**src/rtl/adsPkg.sv**
```systemverilog
package adsPkg;
  localparam int CTRL_RANK_W = 8;

  typedef struct packed {
    logic                   load;
    logic [CTRL_RANK_W-1:0] rank;
  } ctrlStrobes_t;
endpackage

```
**src/rtl/adsCtrl.sv**
```systemverilog
module adsCtrl
  import adsPkg::*;
#(
  parameter int RANK_W = 2
) (
  input  logic              clk,
  input  logic              rstN,
  input  logic              loadStrobe,
  input  logic [RANK_W-1:0] rankSel,
  output ctrlStrobes_t      ctl,
  output logic              validOut
);
  always_comb begin
    ctl.load = loadStrobe;
    ctl.rank = CTRL_RANK_W'(rankSel);
  end

  always_ff @(posedge clk) begin
    if (!rstN) validOut <= 1'b0;
    else       validOut <= loadStrobe;
  end

  // valid follows exactly one cycle after a strobe
  assert_valid_latency_R6: assert property (@(posedge clk) disable iff (!rstN)
    loadStrobe |=> validOut);
  assert_valid_pulse_R7: assert property (@(posedge clk) disable iff (!rstN)
    !loadStrobe |=> !validOut);
endmodule

```
**src/rtl/adsDatapath.sv**
```systemverilog
module adsDatapath
  import adsPkg::*;
#(
  parameter int NUM_RANKS     = 4,
  parameter int FIELD_W       = 2,
  parameter int MAX_CYC       = 2,
  parameter int TICKS_PER_CYC = 128,
  parameter int OFFSET_W      = 8,
  parameter int RESID_W       = 16
) (
  input  logic                         clk,
  input  logic                         rstN,
  input  ctrlStrobes_t                 ctl,
  input  logic signed [OFFSET_W-1:0]   targetOffset,
  output logic [NUM_RANKS*FIELD_W-1:0] delayWord,
  output logic signed [RESID_W-1:0]    residual
);
  localparam int WORD_W     = NUM_RANKS * FIELD_W;
  localparam int TICK_SHIFT = $clog2(TICKS_PER_CYC);
  localparam int EXT_W      = OFFSET_W + 1;
  localparam logic signed [EXT_W-1:0] maxCycS = EXT_W'(MAX_CYC);

  logic signed [EXT_W-1:0]   tgtExt;
  logic signed [EXT_W-1:0]   excess;
  logic [FIELD_W-1:0]        fieldNext;
  logic signed [RESID_W-1:0] excessWide;
  logic signed [RESID_W-1:0] residNext;
  logic [WORD_W-1:0]         wordNext;

  always_comb begin
    tgtExt = {targetOffset[OFFSET_W-1], targetOffset};
    if (tgtExt > maxCycS) begin
      fieldNext = FIELD_W'(MAX_CYC);
      excess    = tgtExt - maxCycS;
    end else if (tgtExt < 0) begin
      fieldNext = '0;
      excess    = tgtExt;
    end else begin
      fieldNext = tgtExt[FIELD_W-1:0];
      excess    = '0;
    end
    excessWide = {{(RESID_W-EXT_W){excess[EXT_W-1]}}, excess};
    residNext  = excessWide <<< TICK_SHIFT;
  end

  always_comb begin
    wordNext = delayWord;
    for (int i = 0; i < NUM_RANKS; i++) begin
      if (ctl.load && (ctl.rank == CTRL_RANK_W'(i)))
        wordNext[i*FIELD_W +: FIELD_W] = fieldNext;
    end
  end

  always_ff @(posedge clk) begin
    if (!rstN) begin
      delayWord <= '0;
      residual  <= '0;
    end else if (ctl.load) begin
      delayWord <= wordNext;
      residual  <= residNext;
    end
  end

  // no strobe, no change
  assert_hold_R7: assert property (@(posedge clk) disable iff (!rstN)
    !ctl.load |=> ($stable(delayWord) && $stable(residual)));
  // negative target gives negative residual
  assert_neg_resid_R4: assert property (@(posedge clk) disable iff (!rstN)
    (ctl.load && targetOffset < 0) |=> residual < 0);
  // above-limit target gives positive residual
  assert_pos_resid_R3: assert property (@(posedge clk) disable iff (!rstN)
    (ctl.load && tgtExt > maxCycS) |=> residual > 0);
  // in-range target gives zero residual
  assert_zero_resid_R2: assert property (@(posedge clk) disable iff (!rstN)
    (ctl.load && tgtExt >= 0 && tgtExt <= maxCycS) |=> residual == 0);

  for (genvar r = 0; r < NUM_RANKS; r++) begin : gSlotChk
    // saturated field never exceeds the limit
    assert_slot_max_R3: assert property (@(posedge clk) disable iff (!rstN)
      delayWord[r*FIELD_W +: FIELD_W] <= FIELD_W'(MAX_CYC));
    // other ranks untouched
    assert_other_slot_R5: assert property (@(posedge clk) disable iff (!rstN)
      (ctl.load && ctl.rank != CTRL_RANK_W'(r)) |=> $stable(delayWord[r*FIELD_W +: FIELD_W]));
  end
endmodule

```
**src/rtl/addDelaySplitter.sv**
```systemverilog
module addDelaySplitter
  import adsPkg::*;
#(
  parameter int NUM_RANKS     = 4,
  parameter int FIELD_W       = 2,
  parameter int MAX_CYC       = 2,
  parameter int TICKS_PER_CYC = 128,
  parameter int OFFSET_W      = 8,
  parameter int RESID_W       = 16,
  localparam int RANK_W       = $clog2(NUM_RANKS),
  localparam int WORD_W       = NUM_RANKS * FIELD_W
) (
  input  logic                       clk,
  input  logic                       rstN,
  input  logic                       loadStrobe,
  input  logic [RANK_W-1:0]          rankSel,
  input  logic signed [OFFSET_W-1:0] targetOffset,
  output logic [WORD_W-1:0]          delayWord,
  output logic signed [RESID_W-1:0]  residual,
  output logic                       residualValid
);
  ctrlStrobes_t ctl;

  adsCtrl #(.RANK_W(RANK_W)) ctrl_i (
    .clk(clk), .rstN(rstN), .loadStrobe(loadStrobe), .rankSel(rankSel),
    .ctl(ctl), .validOut(residualValid)
  );

  adsDatapath #(
    .NUM_RANKS(NUM_RANKS), .FIELD_W(FIELD_W), .MAX_CYC(MAX_CYC),
    .TICKS_PER_CYC(TICKS_PER_CYC), .OFFSET_W(OFFSET_W), .RESID_W(RESID_W)
  ) dp_i (
    .clk(clk), .rstN(rstN), .ctl(ctl), .targetOffset(targetOffset),
    .delayWord(delayWord), .residual(residual)
  );
endmodule

```
**config.mk**
```make
export PLATFORM = sky130hd
export DESIGN_NAME = addDelaySplitter
export DESIGN_NICKNAME = d
export VERILOG_FILES = /design/src/rtl/adsPkg.sv /design/src/rtl/adsCtrl.sv /design/src/rtl/adsDatapath.sv /design/src/rtl/addDelaySplitter.sv
export SDC_FILE = /design/constraint.sdc
export NUM_CORES = 1
export LEC_CHECK = 0
export ABC_AREA = 1
export CAP_MARGIN = 5
export CELL_PAD_IN_SITES_DETAIL_PLACEMENT = 0
export CELL_PAD_IN_SITES_GLOBAL_PLACEMENT = 1
export CORE_MARGIN = 3
export CORE_UTILIZATION = 40
export DETAILED_ROUTE_END_ITERATION = 6
export DONT_BUFFER_PORTS = 1
export GPL_ROUTABILITY_DRIVEN = 1
export MAX_ROUTING_LAYER = met4
export PLACE_DENSITY_LB_ADDON = 0.1
export SYNTH_ARGS = -nofsm -noshare
export SYNTH_HDL_FRONTEND = slang
export SYNTH_SLANG_ARGS = --single-unit
```
**constraint.sdc**
```tcl
create_clock -name clk -period 3.7 [get_ports clk]
set_clock_uncertainty 0.15 [all_clocks]
set_input_delay 1.11 -clock clk [delete_from_list [all_inputs] [get_ports clk]]
set_output_delay 1.11 -clock clk [all_outputs]
set_load 0.02 [all_outputs]
```
==> results of run 1 <==
[power groups by stage]
stage	combinational [mW]	clock, mW	sequential, mW
after global placement	0.0537	0	0.233
after global routing	0.0621	0.134	0.230
after CTS	0.0543	0.125	0.229
after detailed placement	0.0540	0	0.233
final	0.0539	0.121	0.228
after floorplan	0.0586	0	0.231
[cells by family after synthesis]
| group | synth area share |
|---|---|
| AND/OR/NAND/NOR | 0.2345 |
| other | 0.003719 |
| flip-flops | 0.3573 |
| adder cells (fa/ha/maj) | 0.01240 |
| AO/OA/AOI/OAI | 0.1811 |
| XOR/XNOR | 0.02606 |
| buffers and inverters | 0.1849 |
[synth_stat cells]
cell      number  area share
nand3_4        1       0.017
nor2_2         1      0.0062
o21ai_1        2      0.0099
o21ai_0       12       0.060
a21oi_2        6       0.052
o21bai_1       2       0.015
inv_4          1      0.0062
conb_1         1      0.0037
buf_4          7       0.052
dfxtp_1       18        0.36
nand4_1        2       0.012
ha_1           1       0.012
xor2_1         3       0.026
nor2_1        15       0.056
nor3_1         1      0.0050
buf_6          1       0.011
nand2_2        2       0.012
a21oi_1        9       0.045
nand3_1        8       0.040
buf_2          2      0.0099
clkbuf_1       1      0.0037
nand2_1       20       0.074
inv_6          1      0.0087
inv_1         25       0.093
nand2_4        1       0.011
[routing by layer]
metal / up-vias / wire, µm / track usage
li1: 431 / - / -
met1: 360 / 982 / 0.1727
met2: 25 / 926 / 0.2003
met3: 4 / 166 / 0.06265
met4: 0 / 26 / 0.05085
met5: - / 0 / -
[how the worst min path moves through the flow]
stage	from	to	slack, ps	cells past startpoint
global route	dp_i.residual[14]	dp_i.residual[14]	460	2
detailed placement	dp_i.residual[14]	dp_i.residual[14]	430	2
global placement	dp_i.residual[14]	dp_i.residual[14]	420	2
finish	dp_i.residual[14]	dp_i.residual[14]	440	2
CTS	dp_i.residual[14]	dp_i.residual[14]	440	2
floorplan	dp_i.residual[14]	dp_i.residual[14]	400	2
[state kept, by name, summed over array words and instances (netlist names)]
name and count:
dp_i.residual 9, dp_i.delayWord 8, ctrl_i.validOut 1
[area by class of cell]
| class | instances | area, µm² | share of cell area |
|---|---|---|---|
| multi-input cells | 93 | 484.2 | 0.4725 |
| clock buffers | 4 | 36.28 | 0.03541 |
| flip-flops and latches | 18 | 360.3 | 0.3516 |
| inverters | 27 | 108.9 | 0.1062 |
| well taps | 28 | 35.03 | 0.03419 |
[worst reg2reg max path: stages (launching register included)]
cell	delay, ps
dfxtp_1	460
o21ai_0	120
o21bai_1	160
inv_1	50
==> impl_metrics.ini, run 1 <==
[global_route]
grt.overflow.total = 0
grt_pass1_vias = 728
grt_util_all_layers = 0.1400
grt_pass1_wl_um = 3387
antenna_found_initial = 0
grt_max_degree = 18

[setup_path]
worst-setup-path-type = reg -> out
crit_end = residual[10]
crit_path_end_kind = output pin
worst_setup_path_start_kind = register
cp_max_fo = 2
startpoint = dp_i.residual[10]
path_depth = 0
r2r_cells = 3
critical_path.reg2reg.endpoint = dp_i.delayWord[5]
rr_startpoint = dp_i.delayWord[5]
cp.arrival_ps = 780
reg2reg_slack_ps = 2720
cp_data_required_time_ps = 2440

[power]
p_int_mw = 0.2850
leakage_nw = 0.5453
pwr-share-comb = 0.134
max-vdd-ir-drop_v = 0.0002326
total_power_mw = 0.4036
swShare = 0.2938
clkPwrFrac = 0.301
seq_power_share = 0.566
p_sw_mw = 0.1186
power_density_nw_per_um2 = 393.9

[route]
antenna_left = 0
drt_iter0_drc = 8
wire_per_inst_um = 12.36
first_pass_iters = 2
via_per_inst = 4.824
vias = 820
finalWirelength_um = 2102
drc = 0

[cts]
cts_made_buffers = 3
clk_pin_slew_worst_paths_ps = 100
cts_resized = 0
tritoncts = built
root_buffer = clkbuf_4
worstSkewPairLatency_ps = 300
ctsLongestPathBuffers = 2
cts_htree_levels = 1
post_cts_buffers = 0
cts_hold_buf = 0
clock_sinks = 18

[finish]
fin_nets = 157
num-fill-cells = 245
final_area_um2 = 1025
final_common_cell = inv_1
layout.cells.non_filler = 170
utilization = 0.4461
final_cell_mix = 25 x inv_1, 20 x nand2_1, 18 x dfxtp_1
syn_to_final_growth_pct = 1.613
diodes = 0
drive_gt1_frac = 0.1197

[die]
core_area_um2 = 2297
die_h_um = 56.21
die_area_um2 = 3160
die_w_um = 56.21
placementRows = 17
ios = 38
start_util = 0.4390

[worst_hold_path]
hp-class = reg -> reg

[sta]
setup_ws_ps = 1664
fin_hold_ws_ps = 437.9
hold_viol = 0
setup_tns_ps = 0
min_period_over_period = 0.5501
max_freq_mhz = 491.3
setup_violations = 0
rsz0062_at_grt = no
final.min_clock_period_ps = 2036
slew_viol_final = 0

[place]
dp_cells = 166
gp_congestion = 0.7565
placed_area_um2 = 988.4
post-place-ws_ps = 1462
hpwl_um = 1660
port-buffer-count = 0

[logic_synthesis]
synthDistinctLibCells = 25
avgSynthCellArea_um2 = 7.052
synth-seq-area-share = 0.3573
synth_warnings = 0
ys_ff_latch = 18
netlist_area_um2 = 1008
syn_inst = 143

[flow_run]
max-cap-violations = 0

[status]
run_status = finished, final reports clean
No activity file was read; power rests on OpenSTA's default activity.
==> inputs of run 2 (changes only) <==
--- a/config.mk
+++ b/config.mk
@@ -5,12 +5,12 @@
 export SDC_FILE = /design/constraint.sdc
 export NUM_CORES = 1
 export LEC_CHECK = 0
-export ABC_AREA = 1
+export ABC_AREA = 0
 export CAP_MARGIN = 5
 export CELL_PAD_IN_SITES_DETAIL_PLACEMENT = 0
 export CELL_PAD_IN_SITES_GLOBAL_PLACEMENT = 1
 export CORE_MARGIN = 3
-export CORE_UTILIZATION = 40
+export CORE_UTILIZATION = 39
 export DETAILED_ROUTE_END_ITERATION = 6
 export DONT_BUFFER_PORTS = 1
 export GPL_ROUTABILITY_DRIVEN = 1
==> constraint.sdc (replaced) <==
create_clock -name clk -period 1.8 [get_ports clk]
set_clock_uncertainty 0.15 [all_clocks]
set_input_delay 0.54 -clock clk [delete_from_list [all_inputs] [get_ports clk]]
set_output_delay 0.54 -clock clk [all_outputs]
set_load 0.02 [all_outputs]
==> impl_metrics.ini, run 2 <==
[finish]
reg_top3 = dp_i.residual (9), dp_i.delayWord (8), ctrl_i.validOut (1)
layout.cells.non_filler = 139
multiInputGateArea_um2 = 515.5
largest_reg_flops = 9
num-fill-cells = 269
largest-register = dp_i.residual
diodes = 0
syn_to_final_growth_pct = 4.222
fin_nets = 126
drive_gt1_frac = 0.09910
final_cell_mix = 18 x dfxtp_1, 8 x nand2_1, 8 x a21oi_1, 8 x o21ai_0, 7 x conb_1
final_common_cell = dfxtp_1
seq_area_um2 = 360.3

[power]
clkPwrFrac = 0.322
leakage_nw = 0.3700
seq_power_share = 0.574
max-vdd-ir-drop_v = 0.0003591
swShare = 0.2661
p_sw_mw = 0.2089
power_density_nw_per_um2 = 794.2
p_int_mw = 0.5761
pwr-share-comb = 0.104

[sta]
setup_violations = 0
max_freq_mhz = 681.2
min_period_over_period = 0.8155
hold_viol = 0
final.min_clock_period_ps = 1468
rsz0062_at_grt = no
setup_tns_ps = 0
slew_viol_final = 0

[cts]
root_buffer = clkbuf_4
worstSkewPairLatency_ps = 290
cts_resized = 0
post_cts_buffers = 0
cts_made_buffers = 3
tritoncts = built
clk_pin_slew_worst_paths_ps = 110
cts_htree_levels = 1
ctsLongestPathBuffers = 2
cts_hold_buf = 0
clock_sinks = 18

[global_route]
grt_pass1_vias = 755
grt_util_all_layers = 0.1460
antenna_found_initial = 0
grt.overflow.total = 0
grt_pass1_wl_um = 3588
grt_max_degree = 23

[route]
drc = 0
finalWirelength_um = 2073
first_pass_iters = 4
antenna_left = 0
via_per_inst = 5.590
drt_iter0_drc = 6
vias = 777
wire_per_inst_um = 14.91

[logic_synthesis]
synth_warnings = 0
synth_top_area_frac = 0.3799
synth_enable_flop_cells = 0
synthArstFlopShare = 0
syn_inst = 110
synth-seq-area-share = 0.3799
avgSynthCellArea_um2 = 8.622
ys.flop_type = dfxtp_1
netlist_area_um2 = 948.4
ys_ff_latch = 18
synthTopCellsByArea = dfxtp_1 38%, buf_4 5.5%, a21oi_1 4.2%, o21ai_0 4.2%, mux2i_1 3.2%
synthDistinctLibCells = 37
synth_most_common_cell = dfxtp_1
yosys-top-cells-count = 18 x dfxtp_1, 8 x a21oi_1, 8 x nand2_1, 8 x o21ai_0, 7 x buf_4
synth_area_leader_cell = dfxtp_1

[setup_path]
rr_startpoint = dp_i.residual[9]
path_depth = 0
worst_setup_path_start_kind = register
cp_max_fo = 2
reg2reg_slack_ps = 660
crit_path_end_kind = output pin
cp_data_required_time_ps = 1110
cp.arrival_ps = 780
worst-setup-path-type = reg -> out
r2r_cells = 3
startpoint = dp_i.residual[7]

[die]
placementRows = 17
die_h_um = 55.32
die_area_um2 = 3060
die_w_um = 55.32
core_area_um2 = 2255
ios = 38
start_util = 0.4206

[worst_hold_path]
hold_depth = 1
hp-class = in -> reg
min_from = loadStrobe

[status]
run_status = finished, final reports clean

[place]
dp_cells = 135
hpwl_um = 1558
gp_congestion = 0.7236
port-buffer-count = 0

[flow_run]
max-cap-violations = 0
-- run 2: changes by cell type in the layout (fill, tap and decap cells not counted), moves of 4 or more --
cell      before  now
a21oi_2        6    0
inv_1         25    5
nor2_1        15    4
o21ai_0       12    8
nand2_1       20    8
nand2b_1       0    4
-- run 2: worst register-to-register path, stage by stage (launching register included) --
cell     delay (ps)
dfxtp_1         390
o21ai_0         260
nor3_1           80
a21o_1          180
-- run 2: layer usage --
metal | up-vias | GRT usage | routed length, µm
li1 | 387 | - | -
met1 | 353 | 0.1745 | 927
met2 | 33 | 0.2196 | 919
met3 | 4 | 0.06776 | 203
met4 | 0 | 0.04167 | 22
met5 | - | - | 0
-- run 2: final timing paths --
| path | end |
|---|---|
| worst min-delay path | dp_i.residual[12] |
| worst max register to register | dp_i.residual[9] |
| worst max-delay path | residual[7] |
| worst min register to register | dp_i.delayWord[5] |
-- run 2: logic make-up after synthesis --
| logic type | count (synthesis) | synth area share |
|---|---|---|
| other cells | 1 | 0.003954 |
| simple gates | 34 | 0.2137 |
| buf+inv | 17 | 0.1003 |
| xor+xnor | 1 | 0.009237 |
| compound gates | 35 | 0.2480 |
| flops | 18 | 0.3800 |
| fa+ha+maj | 1 | 0.01319 |
| mux | 3 | 0.03166 |
-- run 2: through the flow --
stage / setup WS [ps] / hold WS, ps / power (mW) / utilization / instance area, µm²
4_1_cts: 324.5 / 169.8 / 0.7933 / 0.4384 / 988.4
2_1_floorplan: 37.52 / 384.5 / 0.5488 / - / 970.9
5_1_grt: 158.7 / 149.6 / 0.8295 / 0.4384 / 988.4
3_5_place_dp: 26.67 / 406.4 / 0.5430 / 0.4223 / 952.2
3_3_place_gp: 68.65 / 405.3 / 0.5426 / 0.4223 / 952.2
6_report: 332.0 / 174.7 / 0.7850 / 0.4384 / 988.4
-- run 2: final cells by class --
class / instances / area share
tap: 28 / 0.03544
timing repair buffer: 3 / 0.02278
clock buffer: 4 / 0.03671
sequential: 18 / 0.3646
multi-input combinational: 81 / 0.5215
inverter: 5 / 0.01899
-- run 2: power by group through the flow --
stage	logic (mW)	registers (mW)	clock network, mW
2_1_floorplan	0.0913	0.457	0
5_1_grt	0.0931	0.454	0.283
4_1_cts	0.0823	0.452	0.259
3_3_place_gp	0.0816	0.461	0
6_report	0.0816	0.451	0.252
3_5_place_dp	0.0819	0.461	0
